`src/rtl/emrPkg.sv`:
```
package emrPkg;
  typedef struct packed {
    logic load;
  } emrStrobes_t;

  localparam logic [1:0] EMR_BANK_SEL = 2'b10;
endpackage

```
`src/rtl/emrDatapath.sv`:
```
module emrDatapath
  import emrPkg::*;
#(
  parameter int ADDR_W = 13,
  parameter int AREA_W = 3,
  parameter int DRIVE_LSB = 5,
  parameter int DRIVE_W = 2,
  parameter int AREA_MAX = 2,
  parameter logic [2:0] RESET_AREA = 3'b000,
  parameter logic [1:0] RESET_DRIVE = 2'b01
) (
  input  logic               clk,
  input  logic               rst,
  input  logic [ADDR_W-1:0]  addr,
  input  emrStrobes_t        strobes,
  output logic [AREA_W-1:0]  refreshArea,
  output logic [DRIVE_W-1:0] driveStrength,
  output logic               fieldsLegal
);
  localparam logic [ADDR_W-1:0] AREA_MASK  = ADDR_W'((1 << AREA_W) - 1);
  localparam logic [ADDR_W-1:0] DRIVE_MASK = ADDR_W'(((1 << DRIVE_W) - 1) << DRIVE_LSB);
  localparam logic [ADDR_W-1:0] KEEP_MASK  = AREA_MASK | DRIVE_MASK;

  logic [AREA_W-1:0]  areaIn;
  logic [DRIVE_W-1:0] driveIn;
  logic               reservedClear;
  logic               areaSupported;

  assign areaIn        = addr[AREA_W-1:0];
  assign driveIn       = addr[DRIVE_LSB +: DRIVE_W];
  assign reservedClear = ((addr & ~KEEP_MASK) == '0);
  assign areaSupported = (int'(areaIn) <= AREA_MAX);
  assign fieldsLegal   = reservedClear && areaSupported;

  always_ff @(posedge clk) begin
    if (rst) begin
      refreshArea   <= AREA_W'(RESET_AREA);
      driveStrength <= DRIVE_W'(RESET_DRIVE);
    end else if (strobes.load) begin
      refreshArea   <= areaIn;
      driveStrength <= driveIn;
    end
  end

  // Fields only move on a load strobe
  assert_hold_R9: assert property (@(posedge clk) disable iff (rst)
    !strobes.load |=> $stable(refreshArea) && $stable(driveStrength));

  // A load never stores a reserved area code
  assert_area_legal_R4: assert property (@(posedge clk) disable iff (rst)
    strobes.load |=> (int'(refreshArea) <= AREA_MAX));
endmodule

```
`src/rtl/emrControl.sv`:
```
module emrControl
  import emrPkg::*;
#(
  parameter int BUSY_CYCLES = 2
) (
  input  logic        clk,
  input  logic        rst,
  input  logic        cke,
  input  logic        csN,
  input  logic        rasN,
  input  logic        casN,
  input  logic        weN,
  input  logic [1:0]  bankAddr,
  input  logic        banksIdle,
  input  logic        fieldsLegal,
  output emrStrobes_t strobes,
  output logic        busy,
  output logic        error
);
  localparam int CNT_W = $clog2(BUSY_CYCLES + 1);
  localparam logic [CNT_W-1:0] CNT_LOAD = CNT_W'(BUSY_CYCLES);

  logic [CNT_W-1:0] busyCnt;
  logic             ckePrev;
  logic             cmdSeen;
  logic             accept;

  assign cmdSeen = !csN && !rasN && !casN && !weN && (bankAddr == EMR_BANK_SEL);
  assign accept  = cmdSeen && banksIdle && cke && ckePrev && !busy && fieldsLegal;
  assign strobes.load = accept;
  assign busy    = (busyCnt != '0);

  always_ff @(posedge clk) begin
    if (rst) begin
      busyCnt <= '0;
      ckePrev <= 1'b0;
      error   <= 1'b0;
    end else begin
      ckePrev <= cke;
      error   <= cmdSeen && !accept;
      if (accept) begin
        busyCnt <= CNT_LOAD;
      end else if (busy) begin
        busyCnt <= busyCnt - 1'b1;
      end
    end
  end

  assert_busy_after_load_R8: assert property (@(posedge clk) disable iff (rst)
    strobes.load |=> busy);

  assert_no_load_while_busy_R8: assert property (@(posedge clk) disable iff (rst)
    busy |-> !strobes.load);

  assert_load_needs_idle_R2: assert property (@(posedge clk) disable iff (rst)
    strobes.load |-> banksIdle && cke);

  assert_error_follows_cmd_R10: assert property (@(posedge clk) disable iff (rst)
    cmdSeen && !strobes.load |=> error);

  assert_no_error_without_cmd_R1: assert property (@(posedge clk) disable iff (rst)
    !cmdSeen |=> !error);
endmodule

```
`src/rtl/extModeReg.sv`:
```
module extModeReg
  import emrPkg::*;
#(
  parameter int ADDR_W = 13,
  parameter int BUSY_CYCLES = 2
) (
  input  logic              clk,
  input  logic              rst,
  input  logic              cke,
  input  logic              csN,
  input  logic              rasN,
  input  logic              casN,
  input  logic              weN,
  input  logic [1:0]        bankAddr,
  input  logic [ADDR_W-1:0] addr,
  input  logic              banksIdle,
  output logic [2:0]        refreshArea,
  output logic [1:0]        driveStrength,
  output logic              busy,
  output logic              error
);
  emrStrobes_t strobes;
  logic        fieldsLegal;

  emrControl #(.BUSY_CYCLES(BUSY_CYCLES)) uCtrl (
    .clk(clk), .rst(rst), .cke(cke), .csN(csN), .rasN(rasN), .casN(casN),
    .weN(weN), .bankAddr(bankAddr), .banksIdle(banksIdle),
    .fieldsLegal(fieldsLegal), .strobes(strobes), .busy(busy), .error(error)
  );

  emrDatapath #(.ADDR_W(ADDR_W)) uData (
    .clk(clk), .rst(rst), .addr(addr), .strobes(strobes),
    .refreshArea(refreshArea), .driveStrength(driveStrength),
    .fieldsLegal(fieldsLegal)
  );
endmodule

```
`config.mk`:
```
export PLATFORM = sky130hd
export DESIGN_NAME = extModeReg
export DESIGN_NICKNAME = d
export VERILOG_FILES = /design/src/rtl/emrPkg.sv /design/src/rtl/emrDatapath.sv /design/src/rtl/emrControl.sv /design/src/rtl/extModeReg.sv
export SDC_FILE = /design/constraint.sdc
export NUM_CORES = 1
export LEC_CHECK = 0
export ABC_AREA = 1
export BUFFER_PORTS_ARGS = -buffer_cell sky130_fd_sc_hd__buf_2
export CELL_PAD_IN_SITES_DETAIL_PLACEMENT = 0
export CELL_PAD_IN_SITES_GLOBAL_PLACEMENT = 1
export CORE_MARGIN = 4
export CORE_UTILIZATION = 27
export CTS_CLUSTER_SIZE = 30
export DETAILED_ROUTE_END_ITERATION = 7
export PLACE_DENSITY = 0.83
export SYNTH_ARGS = -nofsm -noshare
export SYNTH_HDL_FRONTEND = slang
export SYNTH_SLANG_ARGS = --single-unit
```
`constraint.sdc`:
```
create_clock -name clk -period 2.6 [get_ports clk]
set_input_delay 0.52 -clock clk [delete_from_list [all_inputs] [get_ports clk]]
set_output_delay 0.52 -clock clk [all_outputs]
set_load 0.005 [all_outputs]
```
# After elaboration in Yosys (flattened, before gate mapping)
# Cells that the tools add are included.
# W data, S select, Z words.
[totals] ff_bits=9 in_bits=23 wordCells=32
[classes] addsub=1 magnitude_cmp=1 n_eq_ne=1 n_mux=2 n_reduce_logical=21
[op_table] cell="$logic_not A13 Y1" count=1
[op_table] cell="$logic_and A1 B1 Y1" count=11
[op_table] cell="$logic_not A1 Y1" count=6
[op_table] cell="$mux W2" count=2
[op_table] cell="$reduce_bool A2 Y1" count=2
[op_table] cell="$le A3 B2 Y1 const B" count=1
[op_table] cell="$eq A2 B2 Y1 const B" count=1
[op_table] cell="$reduce_or A2 Y1" count=1
[op_table] cell="$sub A2 B1 Y2 const B" count=1

# Logic depth before layout (Yosys ltp)
# Gate-level depths: netlist of run 1.
[depth] ltp_word=12 mapped_depth=8 mapped_depth_nobuf=8

# Modules after synthesis
# Synthesis of run 1 repeated with hierarchy kept, for this count alone.
[hier_totals] cells_unflattened=60 hier_area_um2=411.6
[by_module_without_submodules] mod="emrDatapath" instances=1 cells_each=34 area_each_um2=215.2 seq_area_each_um2=100.1
[by_module_without_submodules] mod="emrControl" instances=1 cells_each=26 area_each_um2=196.4 seq_area_each_um2=80.1

# Least setup slack after synthesis of run 1
# No wires, ideal clock.
[synth_path] path_kind="input-to-reg" start="input rasN" end="register uData.driveStrength[1]" arrival_time_ps=1173 required_ps=2487 path_slack_ps=1314 cell_stages=5 path_buffers=0 path_cell_list="or2_1 > nor2_4 > nand3_1 > nor2_1 > nor2_1"
[synth_via] elab_chain_cells=10
[synth_lines] element="from (decl)" line="extModeReg.sv:11" rtl="input logic rasN,"
[synth_lines] element="$logic_not A1 Y1" line="emrControl.sv:28" rtl="assign cmdSeen = !csN && !rasN && !casN && !weN && (bankAddr == EMR_BANK_SEL);"
[synth_lines] element="$logic_and A1 B1 Y1 (4 in a row)" line="emrControl.sv:28"
[synth_lines] element="$logic_and A1 B1 Y1 (5 in a row)" line="emrControl.sv:29" rtl="assign accept = cmdSeen && banksIdle && cke && ckePrev && !busy && fieldsLegal;"
[synth_lines] element="to (signal assigned)" line="emrDatapath.sv:38" rtl="driveStrength <= DRIVE_W'(RESET_DRIVE);"
[synth_lines] element="to (signal assigned)" line="emrDatapath.sv:41" rtl="driveStrength <= driveIn;"
[synth_lines] element="to (decl)" line="emrDatapath.sv:17" rtl="output logic [DRIVE_W-1:0] driveStrength,"
# No other way between the ends.
# A chain may end at the register's enable or synchronous reset.

# Worst setup path in the final report of run 1
[layout_path] start="register uCtrl.busyCnt[0]" end="output busy"
[layout_via] elab_chain_cells=1
[layout_lines] element="from (decl)" line="emrControl.sv:23" rtl="logic [CNT_W-1:0] busyCnt;"
[layout_lines] element="from (signal assigned)" line="emrControl.sv:44" rtl="busyCnt <= busyCnt - 1'b1;"
[layout_lines] element="$reduce_bool A2 Y1" line="emrControl.sv:31" rtl="assign busy = (busyCnt != '0);"
[layout_lines] element="to (decl)" line="extModeReg.sv:19" rtl="output logic busy,"
# No other way between the ends.

==> impl_metrics.py, run 1 <==
metrics = {
    "finish": {
        "fillCellCount": 170,
        "nets": 130,
        "area_growth_pct": 41.4,
        "diodes": 0,
        "layout-drive-gt1-share_pct": 34.9,
        "final_cells": 122,
    },
    "floorplanning": {
        "coreArea_sq_um": 1560,
        "rows": 14,
        "dieArea_sq_um": 2440,
        "io_pins": 30,
        "start_util_pct": 29.7,
        "die_h_microns": 49.4,
        "dieWidth_microns": 49.4,
    },
    "timing": {
        "setup_tns_ns": 0,
        "clock.fmax_mhz": 694,
        "rsz0062_at_grt": "no",
        "setup_viol": 0,
        "tightestPinTransition_ns": 0.252,
        "finalMaxSlewViolations": 0,
        "fin_crit_ns": 1.44,
        "clock_skew_ns": 0.00526,
        "maxSlewHeadroom_pct": 83.1,
        "period_share_pct": 55.4,
        "hold_viol_final": 0,
    },
    "clock_network": {
        "cts-htree-levels": 1,
        "cts_buffers": 3,
        "clkLatencyLatePin_ns": 0.26,
        "ctsResizeCount": 0,
        "clkTransAtPathRegs_ns": 0.05,
        "cts.sinks": 9,
        "clk_path_buf_depth": 2,
        "cts_setup_buffers": 0,
        "root_buffer": "clkbuf_4",
        "ctsHoldBuffers": 0,
        "cts_tree": "done",
    },
    "routing": {
        "wire_per_inst_microns": 8.54,
        "dr.pass1.iters": 3,
        "drt_iter0_markers": 7,
        "vias_per_cell": 4.22,
        "wirelength_microns": 1040,
        "ant_nets": 0,
        "drc": 0,
        "num_vias": 515,
    },
    "grt": {
        "grt.total_usage_pct": 10.1,
        "globalRouteMet3Util_pct": 5.81,
        "grt_max_degree": 8,
        "grt_first_pass_wirelength_microns": 1930,
        "grt_overflow": 0,
        "met2_usage_pct": 17.6,
        "grt_busiest_layer": "met2",
        "grt_pass1_vias": 497,
        "antenna_found_initial": 0,
        "gr-usage-met1_pct": 10.1,
    },
    "logic_synthesis": {
        "yosys-top-cells-area": "dfxtp_1, nor2_1, nand2_1",
        "synth.cells.most_frequent": "nor2_1, nand2_1, inv_1",
        "synth_area_leader_cell": "dfxtp_1",
        "seq_area_frac_synth_pct": 38.9,
        "synthMostInstantiatedCell": "nor2_1",
        "yosysTopAreaCellShare_pct": 38.9,
        "synth-edff-count": 0,
        "netlist_area_sq_um": 463,
        "synthFlopType": "dfxtp_1",
        "yosysWarnings": 0,
        "synth_seq_cells": 9,
        "synthCells": 73,
        "syn_avg_cell_area_sq_um": 6.34,
        "synth.net_count": 96,
        "synthDistinctLibCells": 12,
        "async_reset_ff_share_pct": 0,
    },
    "setup_path": {
        "crit_path_top_delay_cell": "dfxtp_1",
        "crit_fanout": 4,
        "slowest_delay_ns": 0.32,
        "critical_path_arrival_ns": 0.92,
        "endpoint_kind": "output port",
        "cp_cell_sequence": "nor2_2 > inv_1 > buf_2",
        "start_kind": "flip-flop",
        "crit_path_start": "uCtrl.busyCnt[0]",
        "crit_family": "flip-flops",
        "rr_startpoint": "uCtrl.busyCnt[0]",
        "crit_type": "reg -> out",
        "r2r_slack_ns": 1.49,
        "path_buf_inv": 2,
        "critPathRequiredTime_ns": 2.08,
    },
    "place": {
        "dp_hpwl_microns": 924,
        "placedCellCount": 118,
        "io_buffers": 29,
        "routabilityCongestion": 0.693,
    },
    "power_and_ir_drop": {
        "p_leak_uw": 0.000372,
        "powerDensity_nw_per_um2": 418,
        "ir_drop_v": 0.000244,
    },
    "run_status": {
        "status": "finished clean",
    },
    "hold_path": {
        "hp-class": "reg -> reg",
        "hp-start": "uData.refreshArea[2]",
    },
    "run": {
        "drv_cap": 0,
    },
}
-- metrics by stage --
| step | hold slack (ns) | utilization (%) | total power (uW) | area [sq um] | setup WS (ns) |
|---|---|---|---|---|---|
| final | 0.420 | 42.0 | 274 | 654 | 1.16 |
| after global routing | 0.465 | 42.0 | 294 | 654 | 1.05 |
| after CTS | 0.425 | 42.0 | 279 | 654 | 1.14 |
| after detailed placement | 0.416 | 40.3 | 174 | 628 | 1.14 |
| after global placement | 0.413 | 40.3 | 174 | 628 | 1.16 |
| after floorplan | 0.425 | - | 154 | 463 | 1.31 |
-- flip-flops by register name, indices dropped and copies added (netlist names) --
signal               count
uCtrl.busyCnt            2
uCtrl.ckePrev            1
uCtrl.error              1
uData.driveStrength      2
uData.refreshArea        3
-- per-layer routing --
layer  share of wire [%]  vias to the layer above
met5                   0                        -
met4                 1.3                        0
met3                 9.4                        2
met2                  50                       16
met1                  40                      212
li1                    -                      285
-- cell type report --
class,count,area (sq um),share of cell area [%]
Clock buffer,4,26.3,4.02
Inverter,11,41.3,6.31
Multi-Input combinational cell,53,241,36.9
Sequential cell,9,180,27.5
Tap cell,16,20.0,3.06
Timing Repair Buffer,29,145,22.2
-- cell families after synthesis --
| family | share of synthesized area [%] |
|---|---|
| and+or+nand+nor | 51.1 |
| buffers and inverters | 8.92 |
| DFF | 38.9 |
| AOI/OAI and AO/OA | 1.08 |
-- placed cells by master, fill, tap and decap left out --
cell	count
buf_2	29
nor2_1	22
nand2_1	18
inv_1	11
dfxtp_1	9
nand3_1	4
clkbuf_4	3
nor2_2	2
nand4_1	2
or2_1	1
nor2_4	1
nand3_4	1
a21oi_1	1
or2_2	1
clkbuf_1	1
-- worst register-to-register path: stages (launching register included) --
cell and delay [ns]:
dfxtp_1 0.32, nor2_2 0.18, nand2_1 0.09, nor2_2 0.15, nand3_4 0.12, nand2_1 0.08
nand2_1 0.05, nor2_1 0.07
-- path summary, 6_finish.rpt --
kind	to	cells after the start
worst max-delay path	busy	3
worst min-delay path	uData.refreshArea[2]	2
worst min register to register	uData.refreshArea[2]	2
worst max register to register	uData.refreshArea[1]	7
-- where the power goes --
part | leakage (uW) | internal (uW) | switching (uW)
Combinational | 0.000284 | 16.5 | 15.1
Sequential | 0.0000728 | 139 | 0.374
Clock | 0.0000150 | 58.8 | 44.1
Power figures use the tool's default switching activity.
==> run 2: changes to the inputs <==
CORE_ASPECT_RATIO = 1.4   (was default)
CORE_UTILIZATION = 25   (was 27)
PLACE_DENSITY = 0.78   (was 0.83)
clock period = 1.4 ns   (was 2.6 ns; I/O delays follow)
==> impl_metrics.py, run 2 (synthesized netlist as in run 1, its figures left out) <==
metrics = {
    "setup_path": {
        "critPathRequiredTime_ns": 1.12,
        "worstRegToRegCells": 7,
        "critical_path_arrival_ns": 0.91,
        "endpoint_kind": "output port",
        "crit_type": "reg -> out",
        "start_kind": "flip-flop",
        "crit_fanout": 4,
    },
    "clock_network": {
        "root_buffer": "clkbuf_4",
        "clkLatencyLatePin_ns": 0.25,
        "ctsResizeCount": 0,
        "clkTransAtPathRegs_ns": 0.06,
        "ctsHoldBuffers": 0,
        "cts_buffers": 3,
        "cts_setup_buffers": 0,
        "cts.sinks": 9,
        "cts_tree": "done",
        "cts-htree-levels": 1,
        "clk_path_buf_depth": 2,
    },
    "timing": {
        "maxSlewHeadroom_pct": 83.6,
        "finalMaxSlewViolations": 0,
        "rsz0062_at_grt": "no",
        "hold_viol_final": 0,
        "setup_tns_ns": 0,
        "fin_crit_ns": 1.19,
        "clock_skew_ns": 0.00141,
        "setup_viol": 0,
        "timing.final.ws_setup_ns": 0.210,
        "hold_ws_ns": 0.208,
        "clock.fmax_mhz": 840,
        "tightestPinTransition_ns": 0.244,
        "period_share_pct": 85.0,
    },
    "finish": {
        "final_cell_mix": "buf_2, nor2_1, nand2_1",
        "multiInputGateArea_sq_um": 241,
        "diodes": 0,
        "final_common_cell": "buf_2",
        "nets": 130,
        "final_cells": 126,
        "largest_register_ffs": 3,
        "layout-drive-gt1-share_pct": 34.9,
        "largest-register": "uData.refreshArea",
        "design_area_sq_um": 659,
        "reg_top3": "uData.refreshArea: 3 flops, uCtrl.busyCnt: 2 flops, uData.driveStrength: 2 flops",
        "fillCellCount": 211,
        "area_growth_pct": 42.4,
        "seq_area_sq_um": 180,
    },
    "floorplanning": {
        "start_util_pct": 26.4,
        "dieArea_sq_um": 2610,
        "die_h_microns": 58.9,
        "dieWidth_microns": 44.4,
        "coreArea_sq_um": 1760,
        "rows": 18,
        "io_pins": 30,
    },
    "place": {
        "dp_hpwl_microns": 912,
        "place_ws_ns": 0.194,
        "dpl_cell_area_sq_um": 633,
        "routabilityCongestion": 0.707,
        "placedCellCount": 122,
        "io_buffers": 29,
    },
    "grt": {
        "grt_pass1_vias": 451,
        "grt.total_usage_pct": 8.28,
        "grt_overflow": 0,
        "antenna_found_initial": 0,
        "grt_max_degree": 8,
        "grt_first_pass_wirelength_microns": 1660,
    },
    "run": {
        "drv_cap": 0,
    },
    "routing": {
        "ant_nets": 0,
        "num_vias": 534,
        "wirelength_microns": 1010,
        "drc": 0,
        "vias_per_cell": 4.24,
        "drt_iter0_markers": 6,
        "wire_per_inst_microns": 8.03,
        "dr.pass1.iters": 4,
    },
    "power_and_ir_drop": {
        "p_leak_uw": 0.000372,
        "powerDensity_nw_per_um2": 774,
        "ir_drop_v": 0.000341,
    },
    "run_status": {
        "status": "finished clean",
    },
    "hold_path": {
        "hp-class": "in -> reg",
        "hold_depth": 2,
    },
}
## run 2: cell counts in the layout (fill, tap and decap cells not counted)
Identical to the previous run, type by type.
## run 2: critical path, stage by stage (launching register included)
cell and delay (ns):
dfxtp_1 0.33, nor2_2 0.17, inv_1 0.05, buf_2 0.12
## run 2: per-stage QoR
step,total power (uW),util (%)
floorplan,285,-
global placement,322,36.0
detailed placement,323,36.0
CTS,517,37.5
global route,536,37.5
finish,510,37.5
## run 2: path summary, 6_finish.rpt
check                       start                      to  slack [ns]
min                           rst        uCtrl.busyCnt[1]        0.21
max              uCtrl.busyCnt[0]                    busy        0.21
max reg2reg      uCtrl.busyCnt[0]  uData.driveStrength[1]        0.29
min reg2reg  uData.refreshArea[2]    uData.refreshArea[2]        0.42
## run 2: cell type report
| cell class | instances | area share [%] |
|---|---|---|
| clock buffers | 4 | 3.98 |
| repair buffers | 29 | 22.0 |
| multi-input cells | 53 | 36.6 |
| flip-flops and latches | 9 | 27.3 |
| inverters | 11 | 6.26 |
| well taps | 20 | 3.80 |
## run 2: where the power goes
part           switching [uW]  internal (uW)
clock                    84.5            109
sequential              0.794            258
combinational            27.5           30.5
total                     113            398
## run 2: per-layer routing
layer | share of wire (%) | GRT usage, %
met5 | 0 | 0
met4 | 2.4 | 6.47
met3 | 10 | 0.917
met2 | 46 | 13.3
met1 | 42 | 9.72
==> run 3: changes to the inputs <==
CORE_MARGIN = 2   (was 4)
==> impl_metrics.py, run 3 (synthesized netlist as in run 1, its figures left out) <==
metrics = {
    "hold_path": {
        "hp-class": "in -> reg",
    },
    "timing": {
        "period_share_pct": 85.7,
        "maxSlewHeadroom_pct": 83.5,
        "tightestPinTransition_ns": 0.247,
        "hold_viol_final": 0,
        "clock_skew_ns": 0.00319,
        "setup_tns_ns": 0,
        "fin_crit_ns": 1.20,
        "rsz0062_at_grt": "no",
        "clock.fmax_mhz": 834,
        "finalMaxSlewViolations": 0,
        "timing.final.ws_setup_ns": 0.201,
        "setup_viol": 0,
    },
    "clock_network": {
        "cts_tree": "done",
        "ctsResizeCount": 0,
        "clkTransAtPathRegs_ns": 0.06,
        "root_buffer": "clkbuf_4",
        "cts_setup_buffers": 0,
        "clkLatencyLatePin_ns": 0.25,
        "cts.sinks": 9,
        "cts_buffers": 3,
        "ctsHoldBuffers": 0,
        "cts-htree-levels": 1,
        "clk_path_buf_depth": 2,
    },
    "grt": {
        "grt_max_degree": 8,
        "grt_overflow": 0,
        "grt.total_usage_pct": 10.8,
        "grt_pass1_vias": 479,
        "antenna_found_initial": 0,
        "grt_first_pass_wirelength_microns": 1680,
    },
    "place": {
        "dp_hpwl_microns": 865,
        "place_ws_ns": 0.177,
        "io_buffers": 29,
        "routabilityCongestion": 0.700,
    },
    "floorplanning": {
        "io_pins": 30,
        "rows": 18,
        "coreArea_sq_um": 1760,
        "dieWidth_microns": 40.4,
        "dieArea_sq_um": 2220,
        "start_util_pct": 26.4,
        "die_h_microns": 54.9,
    },
    "routing": {
        "num_vias": 517,
        "wire_per_inst_microns": 7.96,
        "ant_nets": 0,
        "vias_per_cell": 4.10,
        "dr.pass1.iters": 6,
        "drc": 0,
        "wirelength_microns": 1000,
        "drt_iter0_markers": 7,
    },
    "setup_path": {
        "critPathRequiredTime_ns": 1.12,
        "start_kind": "flip-flop",
        "crit_fanout": 4,
        "endpoint_kind": "output port",
        "critical_path_arrival_ns": 0.92,
        "crit_type": "reg -> out",
    },
    "finish": {
        "layout-drive-gt1-share_pct": 34.9,
        "nets": 130,
        "final_common_cell": "buf_2",
        "final_cell_mix": "buf_2, nor2_1, nand2_1",
        "largest_register_ffs": 3,
        "reg_top3": "uData.refreshArea: 3 flops, uCtrl.busyCnt: 2 flops, uData.driveStrength: 2 flops",
        "fillCellCount": 199,
        "diodes": 0,
        "largest-register": "uData.refreshArea",
        "area_growth_pct": 42.4,
    },
    "power_and_ir_drop": {
        "ir_drop_v": 0.000281,
        "powerDensity_nw_per_um2": 772,
        "p_leak_uw": 0.000372,
    },
    "run_status": {
        "status": "finished clean",
    },
    "run": {
        "drv_cap": 0,
    },
}
==> run 3: cell counts in the layout (fill, tap and decap cells not counted) <==
Identical to the previous run, type by type.
==> run 3: per-stage QoR <==
| step | total power, uW | instance area, sq um | utilization [%] | std cells | hold slack (ns) |
|---|---|---|---|---|---|
| after detailed placement | 323 | 633 | 36.0 | 122 | 0.422 |
| final | 509 | 659 | 37.5 | 126 | 0.209 |
| after CTS | 517 | 659 | 37.5 | 126 | 0.209 |
| after global routing | 545 | 659 | 37.5 | 126 | 0.206 |
| after global placement | 322 | 633 | 36.0 | 122 | 0.414 |
| after floorplan | 285 | 463 | - | 73 | 0.349 |
==> run 3: layout make-up <==
class                           instances  area, sq um  area share [%]
Clock buffer                            4         26.3            3.98
Multi-Input combinational cell         53          241            36.6
Tap cell                               20         25.0            3.80
Timing Repair Buffer                   29          145            22.0
Sequential cell                         9          180            27.3
Inverter                               11         41.3            6.26
==> run 3: power by group <==
group / switching (uW) / internal, uW / leakage, uW
Sequential: 0.899 / 258 / 0.0000728
Clock: 82.4 / 109 / 0.0000150
Combinational: 28.0 / 30.6 / 0.000284
Total: 111 / 398 / 0.000372
==> run 3: worst paths after layout <==
check,from,end,slack [ns],depth (start not counted)
setup / recovery,uCtrl.busyCnt[0],busy,0.20,3
setup reg to reg,uCtrl.busyCnt[0],uData.refreshArea[0],0.27,7
hold reg to reg,uData.refreshArea[2],uData.refreshArea[2],0.42,2
hold / removal,rst,uCtrl.ckePrev,0.21,2
==> run 3: critical path: stages, from the launching register on <==
cell     delay [ns]
dfxtp_1        0.33
nor2_2         0.17
inv_1          0.05
buf_2          0.12
==> run 3: metal layers <==
metal	GRT usage [%]	vias up	part of all wire, %
met5	0	-	0
met4	6.67	0	0
met3	1.20	0	8.2
met2	17.2	21	47
met1	13.4	210	44
li1	-	286	-
